### src/rtl/alias_irq_pkg.sv
`timescale 1ns/1ps
package alias_irq_pkg;

    typedef enum logic [2:0] {
        OP_NONE  = 3'd0,
        OP_PLAIN = 3'd1,
        OP_AND   = 3'd2,
        OP_OR    = 3'd3,
        OP_CLEAR = 3'd4
    } wr_op_e;

    localparam int unsigned WORD_BASE_MERGE = 32'h4020;
    localparam int unsigned WORD_BASE_CLEAR = 32'h6080;

endpackage

### src/rtl/alias_addr_decode.sv
`timescale 1ns/1ps
module alias_addr_decode
    import alias_irq_pkg::*;
#(
    parameter int ADDR_W     = 20,
    parameter int SIZE_W     = 4,
    parameter int FULL_BYTES = 8,
    parameter int MODE       = 0
) (
    input  logic              req,
    input  logic              we,
    input  logic [ADDR_W-1:0] addr,
    input  logic [SIZE_W-1:0] size,
    output wr_op_e            op,
    output logic              rd_hit,
    output logic              unimpl
);
    localparam int OFF_W = ADDR_W - 3;
    localparam int unsigned BASE_WORD = (MODE == 0) ? WORD_BASE_MERGE : WORD_BASE_CLEAR;
    localparam logic [OFF_W-1:0] OFF_PLAIN = OFF_W'(BASE_WORD);
    localparam logic [OFF_W-1:0] OFF_MID   = OFF_W'(BASE_WORD + 1);
    localparam logic [OFF_W-1:0] OFF_OR    = OFF_W'(BASE_WORD + 2);

    wr_op_e mid_op;

    generate
        if (MODE == 0) begin : g_mid_and
            assign mid_op = OP_AND;
        end else begin : g_mid_clear
            assign mid_op = OP_CLEAR;
        end
    endgenerate

    logic [OFF_W-1:0] off;
    logic             legal;

    always_comb begin
        off    = addr[ADDR_W-1:3];
        legal  = (size == SIZE_W'(FULL_BYTES)) && (addr[2:0] == 3'b000);
        op     = OP_NONE;
        rd_hit = 1'b0;
        unimpl = 1'b0;
        if (req) begin
            if (!legal) begin
                unimpl = 1'b1;
            end else if (we) begin
                if (off == OFF_PLAIN)      op = OP_PLAIN;
                else if (off == OFF_MID)   op = mid_op;
                else if (off == OFF_OR)    op = OP_OR;
                else                       unimpl = 1'b1;
            end else begin
                if (off == OFF_PLAIN)      rd_hit = 1'b1;
                else                       unimpl = 1'b1;
            end
        end
    end

endmodule

### src/rtl/alias_merge_unit.sv
`timescale 1ns/1ps
module alias_merge_unit
    import alias_irq_pkg::*;
#(
    parameter int DATA_W    = 64,
    parameter int IMPL_BITS = 19
) (
    input  logic [DATA_W-1:0] cur,
    input  logic [DATA_W-1:0] wdata,
    input  wr_op_e            op,
    input  logic              raise,
    output logic [DATA_W-1:0] nxt
);
    localparam logic [DATA_W-1:0] IMPL_MASK  = ~({DATA_W{1'b1}} >> IMPL_BITS);
    localparam logic [DATA_W-1:0] RAISE_BITS = (DATA_W'(1) << (DATA_W - 1))
                                             | (DATA_W'(1) << (DATA_W - 4));

    logic [DATA_W-1:0] merged;

    always_comb begin
        unique case (op)
            OP_PLAIN: merged = wdata;
            OP_AND:   merged = cur & wdata;
            OP_OR:    merged = cur | wdata;
            OP_CLEAR: merged = '0;
            default:  merged = cur;
        endcase
        if (raise) merged = merged | RAISE_BITS;
        nxt = merged & IMPL_MASK;
    end

endmodule

### src/rtl/alias_irq_reg.sv
`timescale 1ns/1ps
module alias_irq_reg
    import alias_irq_pkg::*;
#(
    parameter int DATA_W    = 64,
    parameter int IMPL_BITS = 19,
    parameter int ADDR_W    = 20,
    parameter int SIZE_W    = 4,
    parameter int MODE      = 0
) (
    input  logic              clk,
    input  logic              rst_n,
    input  logic              bus_req,
    input  logic              bus_we,
    input  logic [ADDR_W-1:0] bus_addr,
    input  logic [SIZE_W-1:0] bus_size,
    input  logic [DATA_W-1:0] bus_wdata,
    input  logic              msg_raise,
    output logic [DATA_W-1:0] rd_data,
    output logic              rd_valid,
    output logic              irq_out,
    output logic              unimpl_flag
);
    localparam int FULL_BYTES = DATA_W / 8;
    localparam int IRQ_BIT    = DATA_W - 1;
    localparam int MSG_BIT    = DATA_W - 4;
    localparam int LOW_W      = DATA_W - IMPL_BITS;

    typedef struct packed {
        logic [DATA_W-1:0] val;
        logic [DATA_W-1:0] rd;
        logic              rv;
        logic              un;
    } state_t;

    state_t state_d, state_q;
    wr_op_e op;
    logic   rd_hit, unimpl;
    logic [DATA_W-1:0] merged;

    alias_addr_decode #(
        .ADDR_W(ADDR_W), .SIZE_W(SIZE_W), .FULL_BYTES(FULL_BYTES), .MODE(MODE)
    ) u_dec (
        .req(bus_req), .we(bus_we), .addr(bus_addr), .size(bus_size),
        .op(op), .rd_hit(rd_hit), .unimpl(unimpl)
    );

    alias_merge_unit #(
        .DATA_W(DATA_W), .IMPL_BITS(IMPL_BITS)
    ) u_merge (
        .cur(state_q.val), .wdata(bus_wdata), .op(op), .raise(msg_raise), .nxt(merged)
    );

    always_comb begin
        state_d     = state_q;
        state_d.val = merged;
        state_d.rd  = rd_hit ? state_q.val : '0;
        state_d.rv  = bus_req && !bus_we;
        state_d.un  = unimpl;
    end

    always_ff @(posedge clk or negedge rst_n) begin
        if (!rst_n) state_q <= '0;
        else        state_q <= state_d;
    end

    assign rd_data     = state_q.rd;
    assign rd_valid    = state_q.rv;
    assign irq_out     = state_q.val[IRQ_BIT];
    assign unimpl_flag = state_q.un;

    // strobe bits are present after any update that carried the strobe
    a_r8_raise_sets_bits: assert property (@(posedge clk) disable iff (!rst_n)
        msg_raise |=> (irq_out && state_q.val[MSG_BIT]));

    // unimplemented low bits never hold state
    a_r6_low_bits_zero: assert property (@(posedge clk) disable iff (!rst_n)
        state_q.val[LOW_W-1:0] == '0);

    // read valid follows a read request by one cycle
    a_r2_read_valid: assert property (@(posedge clk) disable iff (!rst_n)
        (bus_req && !bus_we) |=> rd_valid);

    // flagged reads return zero
    a_r10_unimpl_read_zero: assert property (@(posedge clk) disable iff (!rst_n)
        (rd_valid && unimpl_flag) |-> (rd_data == '0));

    // malformed accesses without the strobe leave the word alone
    a_r11_bad_size_no_write: assert property (@(posedge clk) disable iff (!rst_n)
        (bus_req && bus_we && !msg_raise && (bus_size != SIZE_W'(FULL_BYTES)))
        |=> ($stable(state_q.val) && unimpl_flag));

    generate
        if (MODE == 0) begin : g_chk_and
            // AND alias never sets a bit the write data lacks
            a_r3_and_subset: assert property (@(posedge clk) disable iff (!rst_n)
                (op == OP_AND && !msg_raise) |=> ((state_q.val & ~$past(bus_wdata)) == '0));
        end else begin : g_chk_clear
            // clear alias empties the word
            a_r5_clear_zero: assert property (@(posedge clk) disable iff (!rst_n)
                (op == OP_CLEAR && !msg_raise) |=> (state_q.val == '0 && !irq_out));
        end
    endgenerate

endmodule

### config.mk
export PLATFORM = sky130hd
export DESIGN_NAME = alias_irq_reg
export DESIGN_NICKNAME = d
export VERILOG_FILES = /design/src/rtl/alias_irq_pkg.sv /design/src/rtl/alias_addr_decode.sv /design/src/rtl/alias_merge_unit.sv /design/src/rtl/alias_irq_reg.sv
export SDC_FILE = /design/constraint.sdc
export NUM_CORES = 1
export LEC_CHECK = 0
export BUFFER_PORTS_ARGS = -buffer_cell sky130_fd_sc_hd__buf_2
export CAP_MARGIN = 0
export CORE_MARGIN = 4
export CORE_UTILIZATION = 44
export DETAILED_ROUTE_END_ITERATION = 10
export PLACE_DENSITY = 0.9
export SYNTH_ARGS = -nofsm -noshare
export SYNTH_HDL_FRONTEND = slang
export SYNTH_SLANG_ARGS = --single-unit
### constraint.sdc
create_clock -name clk -period 1.6 [get_ports clk]
set_input_delay 0.48 -clock clk [delete_from_list [all_inputs] [get_ports clk]]
set_output_delay 0.48 -clock clk [all_outputs]
set_load 0.03 [all_outputs]
==> impl_metrics.csv, run 1 <==
group,metric,value,unit
cts,cts_tree,"yes",
critical_path,worstReg2RegStart,"irq_out",
sta,fin_skew,6.89,ps
critical_path,path_cells,"buf_6 -> nor4_4 -> nand4b_1 -> buf_4 -> or4_4 -> ha_4 -> o21ba_4 -> a221o_1",
sta,setup_slack,-690,ps
drt,routedWlPerCell,14.1,um
pwr,seqPwrFrac,50.9,%
placed_design,dpl-instance-area,2580,sq um
final_layout,area_growth,25.8,%
drt,via_count,1845,
pwr,power.density,698,nW/um^2
placed_design,port_buffers,69,
drt,dr.pass1.iters,4,
run,drv_cap,0,
die,rows,25,
sta,rsz0062_at_grt,"yes",
critical_path,slowest_delay,520,ps
cts,clk_pin_slew,70,ps
final_layout,antenna_cells,0,
placed_design,place_inst,367,
global_routing,grt_max_degree,23,
critical_path,crit_family,"simple AND/OR/NAND/NOR gates",
synth,synth_cell_types,27,
drt,wl,5.40,mm
final_layout,ff_latch_area,1000,sq um
critical_path,required,1770,ps
cts,cts.path.max_buffers,2,
pwr,p_sw,0.545,mW
die,dieArea,6370,sq um
drt,ant_nets,0,
global_routing,grt_antenna_before_repair,0,
cts,clk_latency,290,ps
cts,root_buffer,"clkbuf_8",
sta,report.final.slew_viol_count,0,
global_routing,grt_use_total,16.0,%
pwr,fin_total_pwr,1.99,mW
critical_path,path_buf_inv,2,
cts,cts_buffers,5,
synth,yosysSeqAreaShare,44.1,%
pwr,leakagePower,1.38,nW
final_layout,final_cell_mix,"buf_2 (64), nand2_1 (53), conb_1 (45), dfrtp_1 (40), buf_4 (22)",
drt,drc,0,
pwr,switching_share,27.4,%
final_layout,fin_area,2850,sq um
global_routing,grt_pass1_wl,7.99,mm
placed_design,dp_hpwl,3.94,mm
final_layout,drive_gt1_share,38.9,%
cts,hold_buffers,0,
final_layout,layout.cells.non_filler,383,
die,fp.coreArea,4850,sq um
status,status,"finished, violations left",
critical_path,start_kind,"primary input",
critical_path,arrival,2460,ps
final_layout,fin_nets,412,
final_layout,mostFrequentLayoutCell,"buf_2",
synth,syn_area,2270,sq um
sta,hold_violations,0,
placed_design,place.gp.congestion,0.714,
pwr,clockPowerShare,33.4,%
critical_path,slowest_stage,"or4_4",
pwr,combPwrFrac,15.6,%
die,pin_count,160,
sta,post-route-period-util,143,%
final_layout,nFillCells,417,
die,die_h,79.8,um
critical_path,crit_type,"in -> reg",
die,initial_core_util,46.8,%
sta,finalSetupViolations,19,
sta,fin_crit,2290,ps
critical_path,ff2ff_setup_slack,560,ps
final_layout,multi_input_area,1070,sq um
drt,drt_iter0_drc,97,
critical_path,rr_endpoint,"irq_out",
critical_path,reg2reg_depth,3,
min_path,hp-class,"in -> async",
sta,clock.fmax,0.437,GHz
critical_path,crit_path_end_kind,"register",
global_routing,grt_pass1_vias,1747,
cts,cts.sink_count,40,
status,violations,"setup timing",
synth,synth_warnings,0,
critical_path,cp_max_fo,5,
synth,avgSynthCellArea,9.26,sq um
synth,synthCells,245,
pwr,p_int,1.45,mW
drt,via_per_inst,4.82,
synth,ys_ff_latch,40,
cts,htreeDepth,2,
pwr,ir_drop,0.427,mV
die,fp.dieW,79.8,um
global_routing,grt_overflow,0,
## power by group through the flow
| stage | Clock [mW] | Sequential, mW | Combinational [mW] |
|---|---|---|---|
| after floorplan | 0 | 1.04 | 0.252 |
| after global placement | 0 | 1.03 | 0.285 |
| after detailed placement | 0 | 1.03 | 0.292 |
| after CTS | 0.678 | 1.01 | 0.306 |
| after global routing | 0.721 | 1.01 | 0.333 |
| final | 0.666 | 1.01 | 0.311 |
## synthesized netlist by cell type
cell,number,area (sq um)
o22ai_1,1,6.26
nand2_1,54,203
xnor2_1,1,8.76
nor2b_1,2,12.5
nor2_1,3,11.3
or4_1,1,7.51
ha_1,4,50.1
inv_1,3,11.3
conb_1,1,3.75
nor4_1,24,150
buf_1,2,7.51
nand3b_1,1,7.51
maj3_1,1,10.0
a221o_1,2,20.0
buf_4,64,480
o21ba_2,1,10.0
a22o_1,16,140
buf_2,6,30.0
or3_1,2,12.5
dfrtp_1,40,1000
o21ai_0,4,20.0
clkbuf_1,5,18.8
a21oi_1,3,15.0
o31a_1,1,8.76
nor3_1,1,5.00
nand4b_1,1,8.76
nor4b_1,1,8.76
## repair_timing
item	CTS	global route
setup buffers	6	1
pin swaps	5	5
gates cloned	2	0
setup endpoints to repair	19	39
gates resized for setup	18	7
## how the worst max path moves through the flow
stage | from | endpoint | slack, ps | cells past startpoint
4_1_cts | bus_addr[19] | state_q[126] | -640 | 8
3_5_place_dp | bus_addr[19] | state_q[126] | -1010 | 9
3_3_place_gp | bus_addr[13] | state_q[126] | -870 | 9
2_1_floorplan | bus_addr[13] | state_q[126] | -790 | 8
5_1_grt | bus_addr[19] | state_q[128] | -770 | 10
6_report | bus_addr[19] | state_q[126] | -690 | 8
## metal layers
| metal | wire length [um] | track usage [%] |
|---|---|---|
| met5 | 0 | 0 |
| met3 | 484 | 3.84 |
| met1 | 2040 | 19.1 |
| met2 | 2790 | 28.1 |
| met4 | 86 | 5.24 |
## stage by stage
| stage | utilization [%] | TNS, ps | worst slack [ps] | hold WS, ps |
|---|---|---|---|---|
| 2_1_floorplan | - | -13960 | -791 | 184 |
| 3_3_place_gp | 53.1 | -16730 | -870 | 430 |
| 3_5_place_dp | 53.1 | -20460 | -1010 | 434 |
| 4_1_cts | 58.2 | -11260 | -639 | 128 |
| 5_1_grt | 58.9 | -13900 | -770 | 139 |
| 6_report | 58.9 | -12310 | -690 | 120 |
## worst reg2reg max path: stages, from the launching register on
cell,delay [ps]
dfrtp_1,450
inv_1,100
o21ai_1,80
a221o_1,300
## layout make-up
class / instances / share of cell area [%]
Tap cell: 67 / 2.94
Sequential cell: 40 / 35.1
Inverter: 3 / 0.395
Clock buffer: 8 / 3.16
Multi-Input combinational cell: 171 / 37.7
Timing Repair Buffer: 94 / 20.8
## cells by family after synthesis
family,Yosys count,synth area share (%)
xor+xnor,1,0.386
fa+ha+maj,5,2.65
flops,40,44.1
simple gates,90,18.8
other cells,1,0.165
buf+inv,80,24.2
compound gates,28,9.71
## sequential cells by signal, indices dropped and copies added, names as in the netlist
register,cells
rd_data,19
irq_out,1
rd_valid,1
unimpl_flag,1
state_q,18
Power figures use the tool's default switching activity.
==> inputs of run 2 (changes only) <==
CORE_UTILIZATION = 45   (was 44)
CTS_BUF_LIST = sky130_fd_sc_hd__clkbuf_4 sky130_fd_sc_hd__clkbuf_8   (was not set)
PLACE_DENSITY = 0.92   (was 0.9)
==> impl_metrics.csv, run 2 (synthesized netlist as in run 1, its figures left out) <==
group,metric,value,unit
status,status,"finished, violations left",
status,violations,"setup timing",
critical_path,path_cells,"buf_2 -> nor4_4 -> nand4b_1 -> or4_4 -> ha_4 -> o21ba_4 -> buf_12 -> a22o_1",
global_routing,grt_max_degree,22,
drt,via_count,1782,
final_layout,largest_register_ffs,19,
sta,report.final.slew_viol_count,0,
drt,ant_nets,0,
global_routing,grt_pass1_wl,8.02,mm
sta,rsz0062_at_grt,"yes",
cts,cts.sink_count,40,
pwr,switching_share,26.7,%
drt,drt_iter0_drc,124,
pwr,fin_total_pwr,2.15,mW
sta,fin_skew,7.94,ps
cts,cts.path.max_buffers,2,
cts,clk_latency,300,ps
pwr,combPwrFrac,15.1,%
sta,finalSetupViolations,20,
placed_design,port_buffers,69,
final_layout,mostFrequentLayoutCell,"buf_2",
drt,routedWlPerCell,14.6,um
die,initial_core_util,47.1,%
critical_path,slowest_stage,"or4_4",
global_routing,grt_overflow,0,
placed_design,dp_hpwl,3.64,mm
cts,htreeDepth,2,
sta,post-route-period-util,139,%
sta,worst_hold_slack,113,ps
global_routing,grt_pass1_vias,1602,
global_routing,grt_use_total,16.5,%
critical_path,crit_family,"simple AND/OR/NAND/NOR gates",
pwr,p_int,1.58,mW
critical_path,cp.depth,8,
die,fp.dieW,79,um
placed_design,dpl-instance-area,2580,sq um
run,drv_cap,0,
die,dieArea,6240,sq um
critical_path,start_kind,"primary input",
critical_path,crit_path_end_kind,"register",
pwr,leakagePower,1.43,nW
critical_path,slowest_delay,560,ps
final_layout,nFillCells,383,
sta,setup_slack,-625,ps
die,rows,25,
cts,root_buffer,"clkbuf_8",
critical_path,ff2ff_setup_slack,610,ps
die,pin_count,160,
pwr,clockPowerShare,37.8,%
drt,drc,0,
final_layout,fin_area,2960,sq um
final_layout,fin_nets,406,
sta,hold_violations,0,
critical_path,required,1790,ps
pwr,p_sw,0.574,mW
pwr,power.density,726,nW/um^2
cts,cts_buffers,5,
cts,cts_tree,"yes",
die,die_h,79,um
placed_design,place.gp.congestion,0.738,
sta,fin_crit,2230,ps
drt,wl,5.49,mm
global_routing,grt_antenna_before_repair,0,
critical_path,crit_type,"in -> reg",
final_layout,drive_gt1_share,41.6,%
critical_path,arrival,2420,ps
cts,clk_pin_slew,70,ps
drt,via_per_inst,4.73,
pwr,ir_drop,0.328,mV
final_layout,area_growth,30.7,%
sta,clock.fmax,0.449,GHz
final_layout,final_cell_mix,"buf_2 (63), nand2_1 (51), conb_1 (45), dfrtp_1 (40), a22o_1 (16)",
critical_path,path_buf_inv,2,
critical_path,reg2reg_depth,3,
min_path,hp-class,"in -> async",
drt,dr.pass1.iters,4,
pwr,seqPwrFrac,47.1,%
die,fp.coreArea,4820,sq um
final_layout,antenna_cells,0,
critical_path,cp_max_fo,12,
## run 2: power by group through the flow
stage	logic [mW]	clock network, mW	registers [mW]
6_report	0.325	0.813	1.01
3_5_place_dp	0.291	0	1.03
5_1_grt	0.343	0.855	1.01
2_1_floorplan	0.252	0	1.04
4_1_cts	0.308	0.811	1.01
3_3_place_gp	0.285	0	1.03
## run 2: worst reg2reg max path: cells and delay by family, from the launching register on
kind / cells / cell delay [ps]
DFF: 1 / 430
AOI/OAI and AO/OA: 2 / 360
buffers and inverters: 1 / 80
## run 2: cell type report
| class | instances | area, sq um | area share, % |
|---|---|---|---|
| multi-input combinational | 169 | 1160 | 39.3 |
| sequential | 40 | 1000 | 33.8 |
| timing repair buffer | 90 | 593 | 20.0 |
| tap | 67 | 83.8 | 2.83 |
| clock buffer | 6 | 76.3 | 2.57 |
| clock inverter | 2 | 35.0 | 1.18 |
| inverter | 3 | 11.3 | 0.380 |
## run 2: timing repair
| action | 4_1_cts | 5_1_grt |
|---|---|---|
| endpoints found under the setup margin | 20 | 38 |
| hold buffers | 0 | 0 |
| endpoints found under the hold margin | 0 | 0 |
| resized for setup | 22 | 22 |
| pin swaps | 10 | 3 |
| buffers inserted | 1 | 1 |
## run 2: final timing paths
path,from,to
min in group clk,msg_raise,state_q[126]
max in group asynchronous,rst_n,rd_data[56]
max,bus_addr[16],state_q[117]
min reg2reg,state_q[121],state_q[121]
max reg2reg,irq_out,irq_out
min,rst_n,rd_data[55]
## run 2: per-stage QoR
stage,TNS [ps],utilization [%],std cells,setup slack [ps]
3_5_place_dp,-20910,53.5,367,-952
2_1_floorplan,-13960,-,289,-791
4_1_cts,-10110,58.5,376,-579
5_1_grt,-11600,61.5,377,-641
3_3_place_gp,-18610,53.5,367,-849
6_report,-11050,61.5,377,-625
## run 2: per-layer routing
metal,global-route usage (%),vias to the layer above,share of wire (%)
li1,-,859,-
met1,21.3,816,39
met2,26.5,98,51
met3,4.76,9,8.3
met4,5.67,0,1.8
met5,0,-,0
